$ cat config.mk
export PLATFORM = sky130hd
export DESIGN_NAME = casc_fifo_chain
export DESIGN_NICKNAME = d
export VERILOG_FILES = /design/src/rtl/casc_fifo_pkg.sv /design/src/rtl/slice_store.sv /design/src/rtl/fifo_slice.sv /design/src/rtl/flag_merge.sv /design/src/rtl/casc_fifo_chain.sv
export SDC_FILE = /design/constraint.sdc
export NUM_CORES = 1
export LEC_CHECK = 0
export BUFFER_PORTS_ARGS = -buffer_cell sky130_fd_sc_hd__buf_2
export CELL_PAD_IN_SITES_DETAIL_PLACEMENT = 0
export CELL_PAD_IN_SITES_GLOBAL_PLACEMENT = 2
export CORE_MARGIN = 5
export CORE_UTILIZATION = 25
export DETAILED_ROUTE_END_ITERATION = 10
export PLACE_DENSITY_LB_ADDON = 0.3
export RECOVER_POWER = 50
export SETUP_SLACK_MARGIN = 0.05
export SYNTH_ARGS = -nofsm -noshare
export SYNTH_HDL_FRONTEND = slang
export SYNTH_SLANG_ARGS = --single-unit
$ cat constraint.sdc
create_clock -name clk -period 2.35 [get_ports clk]
set_input_delay 0.3525 -clock clk [delete_from_list [all_inputs] [get_ports clk]]
set_output_delay 0.3525 -clock clk [all_outputs]
set_load 0.05 [all_outputs]
$ cat src/rtl/casc_fifo_pkg.sv
package casc_fifo_pkg;

   // Hand-over pulse travelling from one slice to the next in the ring.
   typedef struct packed {
      logic wr_pass;   // write token moves on
      logic rd_pass;   // read token moves on
   } hand_t;

endpackage

$ cat src/rtl/slice_store.sv
module slice_store #(
   parameter int DATA_W = 9,
   parameter int DEPTH  = 4,
   localparam int AW    = (DEPTH > 1) ? $clog2(DEPTH) : 1
) (
   input  logic              clk,
   input  logic              we,
   input  logic [AW-1:0]     waddr,
   input  logic [DATA_W-1:0] wdata,
   input  logic [AW-1:0]     raddr,
   output logic [DATA_W-1:0] rdata
);

   logic [DATA_W-1:0] mem [DEPTH];

   always_ff @(posedge clk) begin
      if (we) mem[waddr] <= wdata;
   end

   // show-ahead read port
   assign rdata = mem[raddr];

endmodule

$ cat src/rtl/fifo_slice.sv
module fifo_slice
   import casc_fifo_pkg::*;
#(
   parameter int DATA_W = 9,
   parameter int DEPTH  = 4,
   localparam int AW    = (DEPTH > 1) ? $clog2(DEPTH) : 1,
   localparam int CW    = $clog2(DEPTH + 1)
) (
   input  logic              clk,
   input  logic              rst_n,
   input  logic              first_load_n,
   input  hand_t             xin,
   output hand_t             xout,
   input  logic              wr_go,
   input  logic [DATA_W-1:0] wr_data,
   input  logic              rd_go,
   output logic [DATA_W-1:0] rd_data,
   output logic              rd_vld,
   output logic              slc_empty,
   output logic              slc_full,
   output logic              wr_own,
   output logic              rd_own
);

   localparam logic [AW-1:0] LAST_LOC = AW'(DEPTH - 1);
   localparam logic [CW-1:0] CAP      = CW'(DEPTH);

   logic [AW-1:0] wptr, rptr;
   logic [CW-1:0] cnt;
   logic          wr_tok, rd_tok;
   logic          do_wr, do_rd, wr_last, rd_last;

   assign do_wr   = wr_go & wr_tok;
   assign do_rd   = rd_go & rd_tok;
   assign wr_last = (wptr == LAST_LOC);
   assign rd_last = (rptr == LAST_LOC);

   assign xout.wr_pass = do_wr & wr_last;
   assign xout.rd_pass = do_rd & rd_last;

   always_ff @(posedge clk or negedge rst_n) begin
      if (!rst_n) begin
         wptr   <= '0;
         rptr   <= '0;
         cnt    <= '0;
         wr_tok <= ~first_load_n;
         rd_tok <= ~first_load_n;
      end else begin
         if (do_wr) wptr <= wr_last ? '0 : wptr + AW'(1);
         if (do_rd) rptr <= rd_last ? '0 : rptr + AW'(1);
         case ({do_wr, do_rd})
            2'b10:   cnt <= cnt + CW'(1);
            2'b01:   cnt <= cnt - CW'(1);
            default: cnt <= cnt;
         endcase
         // release first, then a received pulse wins (single-slice ring)
         if (xout.wr_pass) wr_tok <= 1'b0;
         if (xin.wr_pass)  wr_tok <= 1'b1;
         if (xout.rd_pass) rd_tok <= 1'b0;
         if (xin.rd_pass)  rd_tok <= 1'b1;
      end
   end

   slice_store #(.DATA_W(DATA_W), .DEPTH(DEPTH)) u_store (
      .clk   (clk),
      .we    (do_wr),
      .waddr (wptr),
      .wdata (wr_data),
      .raddr (rptr),
      .rdata (rd_data)
   );

   assign slc_empty = (cnt == '0);
   assign slc_full  = (cnt == CAP);
   assign rd_vld    = rd_tok & ~slc_empty;
   assign wr_own    = wr_tok;
   assign rd_own    = rd_tok;

   // the chain-level gate never lets a slice be written while it is full
   a_r6_no_overflow: assert property (@(posedge clk) disable iff (!rst_n)
      do_wr |-> (cnt != CAP));

   // the chain-level gate never lets a slice be read while it is empty
   a_r7_no_underflow: assert property (@(posedge clk) disable iff (!rst_n)
      do_rd |-> (cnt != '0));

endmodule

$ cat src/rtl/flag_merge.sv
module flag_merge #(
   parameter int SLICES = 3,
   parameter int DATA_W = 9
) (
   input  logic                           clk,
   input  logic                           rst_n,
   input  logic [SLICES-1:0]              sl_empty,
   input  logic [SLICES-1:0]              sl_full,
   input  logic [SLICES-1:0]              sl_vld,
   input  logic [SLICES-1:0][DATA_W-1:0]  sl_data,
   input  logic [SLICES-1:0]              sl_wr_own,
   input  logic [SLICES-1:0]              sl_rd_own,
   output logic                           empty_c,
   output logic                           full_c,
   output logic                           vld_c,
   output logic [DATA_W-1:0]              data_c
);

   generate
      if (SLICES == 1) begin : g_single
         assign empty_c = sl_empty[0];
         assign full_c  = sl_full[0];
         assign vld_c   = sl_vld[0];
         assign data_c  = sl_data[0];
      end else begin : g_chain
         // every slice must agree for the chain-level flags
         assign empty_c = &sl_empty;
         assign full_c  = &sl_full;
         assign vld_c   = |sl_vld;
         always_comb begin
            data_c = '0;
            for (int i = 0; i < SLICES; i++)
               data_c = data_c | (sl_data[i] & {DATA_W{sl_vld[i]}});
         end
      end
   endgenerate

   // exactly one owner of each token
   a_r3_wr_token_unique: assert property (@(posedge clk) disable iff (!rst_n)
      $onehot(sl_wr_own));
   a_r3_rd_token_unique: assert property (@(posedge clk) disable iff (!rst_n)
      $onehot(sl_rd_own));

   // at most one slice drives the output bus
   a_r5_single_driver: assert property (@(posedge clk) disable iff (!rst_n)
      $onehot0(sl_vld));

   // valid data and chain emptiness are complementary
   a_r9_valid_vs_empty: assert property (@(posedge clk) disable iff (!rst_n)
      vld_c == !empty_c);

endmodule

$ cat src/rtl/casc_fifo_chain.sv
module casc_fifo_chain
   import casc_fifo_pkg::*;
#(
   parameter int SLICES      = 3,
   parameter int SLICE_DEPTH = 4,
   parameter int DATA_W      = 9
) (
   input  logic              clk,
   input  logic              rst_n,
   input  logic              wr_en,
   input  logic [DATA_W-1:0] wr_data,
   output logic              wr_full,
   input  logic              rd_en,
   output logic [DATA_W-1:0] rd_data,
   output logic              rd_valid,
   output logic              rd_empty
);

   generate
      if (SLICES < 1)      begin : g_bad_slices $error("SLICES must be at least 1"); end
      if (SLICE_DEPTH < 2) begin : g_bad_depth  $error("SLICE_DEPTH must be at least 2"); end
      if (DATA_W < 1)      begin : g_bad_width  $error("DATA_W must be at least 1"); end
   endgenerate

   hand_t                          hand [SLICES];
   logic [SLICES-1:0]              sl_empty, sl_full, sl_vld, sl_wr_own, sl_rd_own;
   logic [SLICES-1:0][DATA_W-1:0]  sl_data;
   logic                           empty_c, full_c, wr_go, rd_go;

   assign wr_go = wr_en & ~full_c;
   assign rd_go = rd_en & ~empty_c;

   generate
      for (genvar i = 0; i < SLICES; i++) begin : g_slice
         localparam int PREV = (i == 0) ? SLICES - 1 : i - 1;
         fifo_slice #(.DATA_W(DATA_W), .DEPTH(SLICE_DEPTH)) u_slice (
            .clk          (clk),
            .rst_n        (rst_n),
            .first_load_n ((i == 0) ? 1'b0 : 1'b1),
            .xin          (hand[PREV]),
            .xout         (hand[i]),
            .wr_go        (wr_go),
            .wr_data      (wr_data),
            .rd_go        (rd_go),
            .rd_data      (sl_data[i]),
            .rd_vld       (sl_vld[i]),
            .slc_empty    (sl_empty[i]),
            .slc_full     (sl_full[i]),
            .wr_own       (sl_wr_own[i]),
            .rd_own       (sl_rd_own[i])
         );
      end
   endgenerate

   flag_merge #(.SLICES(SLICES), .DATA_W(DATA_W)) u_merge (
      .clk       (clk),
      .rst_n     (rst_n),
      .sl_empty  (sl_empty),
      .sl_full   (sl_full),
      .sl_vld    (sl_vld),
      .sl_data   (sl_data),
      .sl_wr_own (sl_wr_own),
      .sl_rd_own (sl_rd_own),
      .empty_c   (empty_c),
      .full_c    (full_c),
      .vld_c     (rd_valid),
      .data_c    (rd_data)
   );

   assign wr_full  = full_c;
   assign rd_empty = empty_c;

   // full stays set when no read is accepted
   a_r6_full_holds: assert property (@(posedge clk) disable iff (!rst_n)
      (wr_full && !rd_go) |=> wr_full);

   // empty stays set when no write is requested
   a_r7_empty_holds: assert property (@(posedge clk) disable iff (!rst_n)
      (rd_empty && !wr_en) |=> rd_empty);

endmodule

# Word level (Yosys, flattened, before mapping)
# Memories as Yosys holds them, arrays and structs flattened.
# Index checks and enable logic that the tools add are counted.
# word_totals
word_cells	114
out_inout_bits	12
n_memories	3
ram_bits	108
inputBits	13
register_bits	27
# op_classes
add_sub_neg	12
muxes	27
reduce_logical	15
bitwise_logic	27
eq_ne	15
# memory_table
name	depth	word_bits	read_ports	rd_clocked_by_memory_dff	write_ports	line	rtl
g_slice[0].u_slice.u_store.mem	4	9	1	0	1	slice_store.sv:14	logic [DATA_W-1:0] mem [DEPTH];
g_slice[1].u_slice.u_store.mem	4	9	1	0	1	slice_store.sv:14	
g_slice[2].u_slice.u_store.mem	4	9	1	0	1	slice_store.sv:14	
# op_table
operator	count
$and A9 B9 Y9	3
$eq A2 B2 Y1 const B	9
$mux W1	18
$or A9 B9 Y9	2
$pmux W3 S2	3
$reduce_bool A2 Y1	9
$and A1 B1 Y1	17
$add A2 B1 Y2 const B	6
$mux W2	6
$add A3 B1 Y3 const B	3
$eq A3 B3 Y1 const B	3
$logic_not A3 Y1	3
$sub A3 B1 Y3 const B	3
$eq A2 B1 Y1 const B	3
$reduce_and A3 Y1	2
$not A1 Y1	5
$reduce_or A3 Y1	1

# Longest topological paths before layout
# logic_depth
ltp_word	8
mapped_depth	10
depth_no_buf	9

# Worst setup path before layout
# No wires, ideal clock.
# synth_timing
kind	register to output
startpoint	reg g_slice[0].u_slice.rptr[0]
endpoint	out rd_data[0]
required_time_ns	1.997
stages_incl_launch_ff	5
path_buffers	1
t_arrival_ns	2.053
setup_slack_ns	-0.055
path_cell_list	dfrtp_1 buf_2 mux4_2 inv_1 o21ai_0
# synth_via
elab_chain_len	4
# synth_lines
element	line	rtl
start: declaration	fifo_slice.sv:28	logic [AW-1:0] wptr, rptr;
start signal: assignment	fifo_slice.sv:50	if (do_rd) rptr <= rd_last ? '0 : rptr + AW'(1);
$mem_v2 Z4 W9	-	
$and A9 B9 Y9	flag_merge.sv:33	data_c = data_c | (sl_data[i] & {DATA_W{sl_vld[i]}});
$or A9 B9 Y9 (2 in a row)	flag_merge.sv:33	
end: declaration	casc_fifo_chain.sv:14	output logic [DATA_W-1:0] rd_data,
# Every way passes these cells.

# Final worst setup path
# layout_timing
startpoint	reg g_slice[1].u_slice.rptr[0]
endpoint	out rd_data[6]
# layout_via
elab_chain_len	4
# layout_lines
element	line
start: declaration	fifo_slice.sv:28
start signal: assignment	fifo_slice.sv:50
$mem_v2 Z4 W9	-
$and A9 B9 Y9	flag_merge.sv:33
$or A9 B9 Y9 (2 in a row)	flag_merge.sv:33
# Every way passes these cells.

==> impl_metrics.yaml <==
status:
  run_status: "finished, violations left"
  failed_checks: "capacitance limit, slew limit"
critical_path:
  slowest_stage: "mux4_2"
  end_kind: "primary output"
  r2r-end: "g_slice[2].u_slice.cnt[1]"
  cp-start-kind: "register"
  timing.rr.start: "g_slice[0].u_slice.cnt[1]"
  worst-path-max-fanout: 10
  rr_worst_depth: 8
  critical_path_class: "reg -> out"
  cp.required_ns: 2.00
  rrSetupSlack_ns: 0.16
  cp_slowest_stage_delay_ns: 0.55
  path_cells: "buf_12 -> mux4_2 -> a22oi_2 -> o21ai_2 -> buf_6"
  cp_data_arrival_time_ns: 1.96
synth:
  synth_edf_count: 108
  yosysUniqueCellTypes: 30
  syn_inst: 331
  ys.flop_type: "edfxtp_1"
  synth_commonest_cells: "edfxtp_1, inv_1, mux4_2"
  synthArstFlopShare_pct: 20.0
  ys_warn_count: 0
  synth-xor-area-share_pct: 1.37
  synth-seq-cells: 135
  synth_compound_area_share_pct: 5.23
  yosysMostFrequentCell: "edfxtp_1"
  muxShareOfSynthArea_pct: 13.3
  synth.largest_area_cell: "edfxtp_1"
  syn_avg_cell_area_um2: 17.3
  synth_area_um2: 5740
  yosys.area_share.adder_pct: 4.97
  yosysTopAreaCellShare_pct: 56.5
  syn-num-nets: 365
  yosysSeqAreaShare_pct: 68.4
  synthSimpleGateAreaFrac_pct: 3.58
  synth_top_family_by_area: "multiplexers"
  netlist_top_cells_area: "edfxtp_1, dfrtp_1, mux4_2"
final_layout:
  fill_cells: 2196
  drive_gt1_share_pct: 37.7
  stdcell_count: 694
  stdcell_area_um2: 7160
  area_growth_pct: 24.9
  fin_nets: 430
  diodes: 0
route:
  top_layer_used: "met4"
  firstDrtPassIters: 4
  wire_per_inst_um: 16.7
  wl_met3_um: 429
  dr_wl_met2_um: 5840
  drtIter0Drc: 115
  num_vias: 2984
  wl_met1_um: 5270
  drc: 0
  totalWireLength_um: 11600
  vias_per_cell: 4.30
  ant_nets: 0
placed_design:
  routabilityCongestion: 0.741
  place_ws_ns: 0.0860
  io_buffers: 24
  place_inst: 656
  placed_area_um2: 6400
  dp_hpwl_um: 8030
worst_hold_path:
  holdPathEnd: "g_slice[2].u_slice.rd_own"
  hp-class: "in -> reg"
  holdPathStages: 4
  hp-start: "rd_en"
die:
  start_util_pct: 25.3
  core-area_um2: 22600
  dieArea_um2: 26100
  num_io_pins: 25
  die_w_um: 161
  die_h_um: 161
  num_rows: 55
timing:
  fin_ws_ns: 0.0416
  final_max_slew_viol_count: 28
  setup_viol: 0
  hold_viol: 0
  fmax_mhz: 433
  finalCritPeriodShare_pct: 98.2
  worst_pin_slew_ns: 1.56
  rsz0062_at_grt: "true"
  clock_skew_ns: 0.00814
  timing.slew.headroom_pct: -3.76
  finalCriticalPeriod_ns: 2.31
  timing.setup.tns_ns: 0
  holdWs_ns: 0.344
power:
  power_frac_comb_pct: 35.7
  ir_drop_mv: 0.481
  pwr-share-clk_pct: 27.3
  power_switching_w: 0.00320
  power_leakage_nw: 2.57
  sw_frac_of_total_pct: 35.4
  internal_power_w: 0.00583
  pwr_density_cell_nw_per_um2: 1260
  sequentialPowerShare_pct: 37.0
clock_tree:
  cts_tree: "yes"
  clock_path_buffers: 2
  clkLatencyLatePin_ns: 0.41
  root_buffer: "clkbuf_16"
  clk_pin_slew_ns: 0.06
  cts_made_buffers: 17
  clkSinkCount: 135
  h-tree-depth: 4
global_route:
  globalRoute.totalOverflow: 0
  grt_max_degree: 28
  grt_pass1_wl_um: 18000
  antenna_found_initial: 0
  grt_pass1_vias: 3174
  grt_util_all_layers_pct: 9.34
flow_run:
  drv_cap: 1
flip-flops by register name (all words and copies together) (netlist names):
name,cells
g_slice.u_slice.u_store.mem,108
g_slice.u_slice.rd_own,3
g_slice.u_slice.wptr,6
g_slice.u_slice.wr_own,3
g_slice.u_slice.cnt,9
g_slice.u_slice.rptr,6
layout by cell type, fill, tap and decap left out, drive strengths merged, types with 2 or more instances in the layout:
master   synthesis  routed
buf              6      44
mux2            12      12
nor2            11      11
fa               3       3
o21ai           10      10
clkbuf           5      29
nand2           12      12
dfrtp           25      25
and2             9       9
o2bb2ai          6       6
nor3             4       4
clkinv           0       6
edfxtp         108     108
o31a             2       2
ha              18      18
dfstp            2       2
inv             34      42
a31oi           10      10
mux4            27      27
xnor2            3       3
and3             3       3
a311oi           2       2
mux2i            2       2
xor2             6       6
a22oi            9       9
worst max-delay path: cells and delay by family, from the launching register on:
kind	cells	cell delay, ns
AO/OA/AOI/OAI	2	0.32
multiplexers	1	0.55
buffers and inverters	2	0.32
flip-flops	1	0.37
how the worst max path moves through the flow:
| stage | from | to | slack [ns] | cells after the start |
|---|---|---|---|---|
| after global placement | g_slice[2].u_slice.cnt[1] | g_slice[0].u_slice.cnt[2] | 0.15 | 10 |
| final | g_slice[1].u_slice.rptr[0] | rd_data[6] | 0.04 | 5 |
| after detailed placement | g_slice[2].u_slice.cnt[1] | g_slice[1].u_slice.cnt[2] | 0.09 | 10 |
| after CTS | g_slice[1].u_slice.rptr[0] | rd_data[7] | -0.04 | 5 |
| after floorplan | g_slice[2].u_slice.cnt[1] | g_slice[1].u_slice.cnt[2] | 0.10 | 9 |
| after global routing | g_slice[1].u_slice.rptr[0] | rd_data[4] | -0.05 | 5 |
per-stage QoR:
step | total power, W | utilization [%]
2_1_floorplan | 0.00534 | -
3_3_place_gp | 0.00624 | 28.3
3_5_place_dp | 0.00630 | 28.3
4_1_cts | 0.00910 | 31.4
5_1_grt | 0.00956 | 31.6
6_report | 0.00903 | 31.6
cells by family (layout without fill, tap and decap cells):
kind of cell / count (synthesis) / in the layout
DFF: 135 / 135
buffers and inverters: 45 / 123
muxes: 41 / 41
AOI/OAI and AO/OA: 40 / 40
and+or+nand+nor: 40 / 40
adders and majority gates: 21 / 21
xor gates and xnor gates: 9 / 9
power groups by stage:
stage	logic [W]	clock network [W]	registers [W]
after global routing	0.00352	0.00265	0.00339
after detailed placement	0.00291	0	0.00339
after floorplan	0.00214	0	0.00320
after global placement	0.00287	0	0.00337
final	0.00323	0.00247	0.00334
after CTS	0.00323	0.00253	0.00334
layout make-up:
class                           instances  area, um^2  share of cell area, %
Clock buffer                           17         425                   5.94
Clock inverter                         15         133                   1.85
Inverter                               34         128                   1.78
Multi-Input combinational cell        151        1740                   24.2
Sequential cell                       135        3930                   54.8
Tap cell                              285         357                   4.98
Timing Repair Buffer                   57         458                   6.39
what timing repair did:
| action | in CTS | in global routing |
|---|---|---|
| buffers inserted | 1 | 3 |
| pin swaps | 1 | 5 |
| hold buffers | 1 | 0 |
| gates cloned | 0 | 1 |
| hold endpoints to repair | 25 | 0 |
| endpoints found under the setup margin | 9 | 14 |
| resized for setup | 34 | 17 |
layer usage:
layer / GRT usage [%] / vias up
li1: - / 1398
met2: 15.6 / 53
met3: 3.27 / 7
met4: 2.21 / 0
met1: 11.6 / 1526
met5: 0 / -
Power figures use the tool's default switching activity.
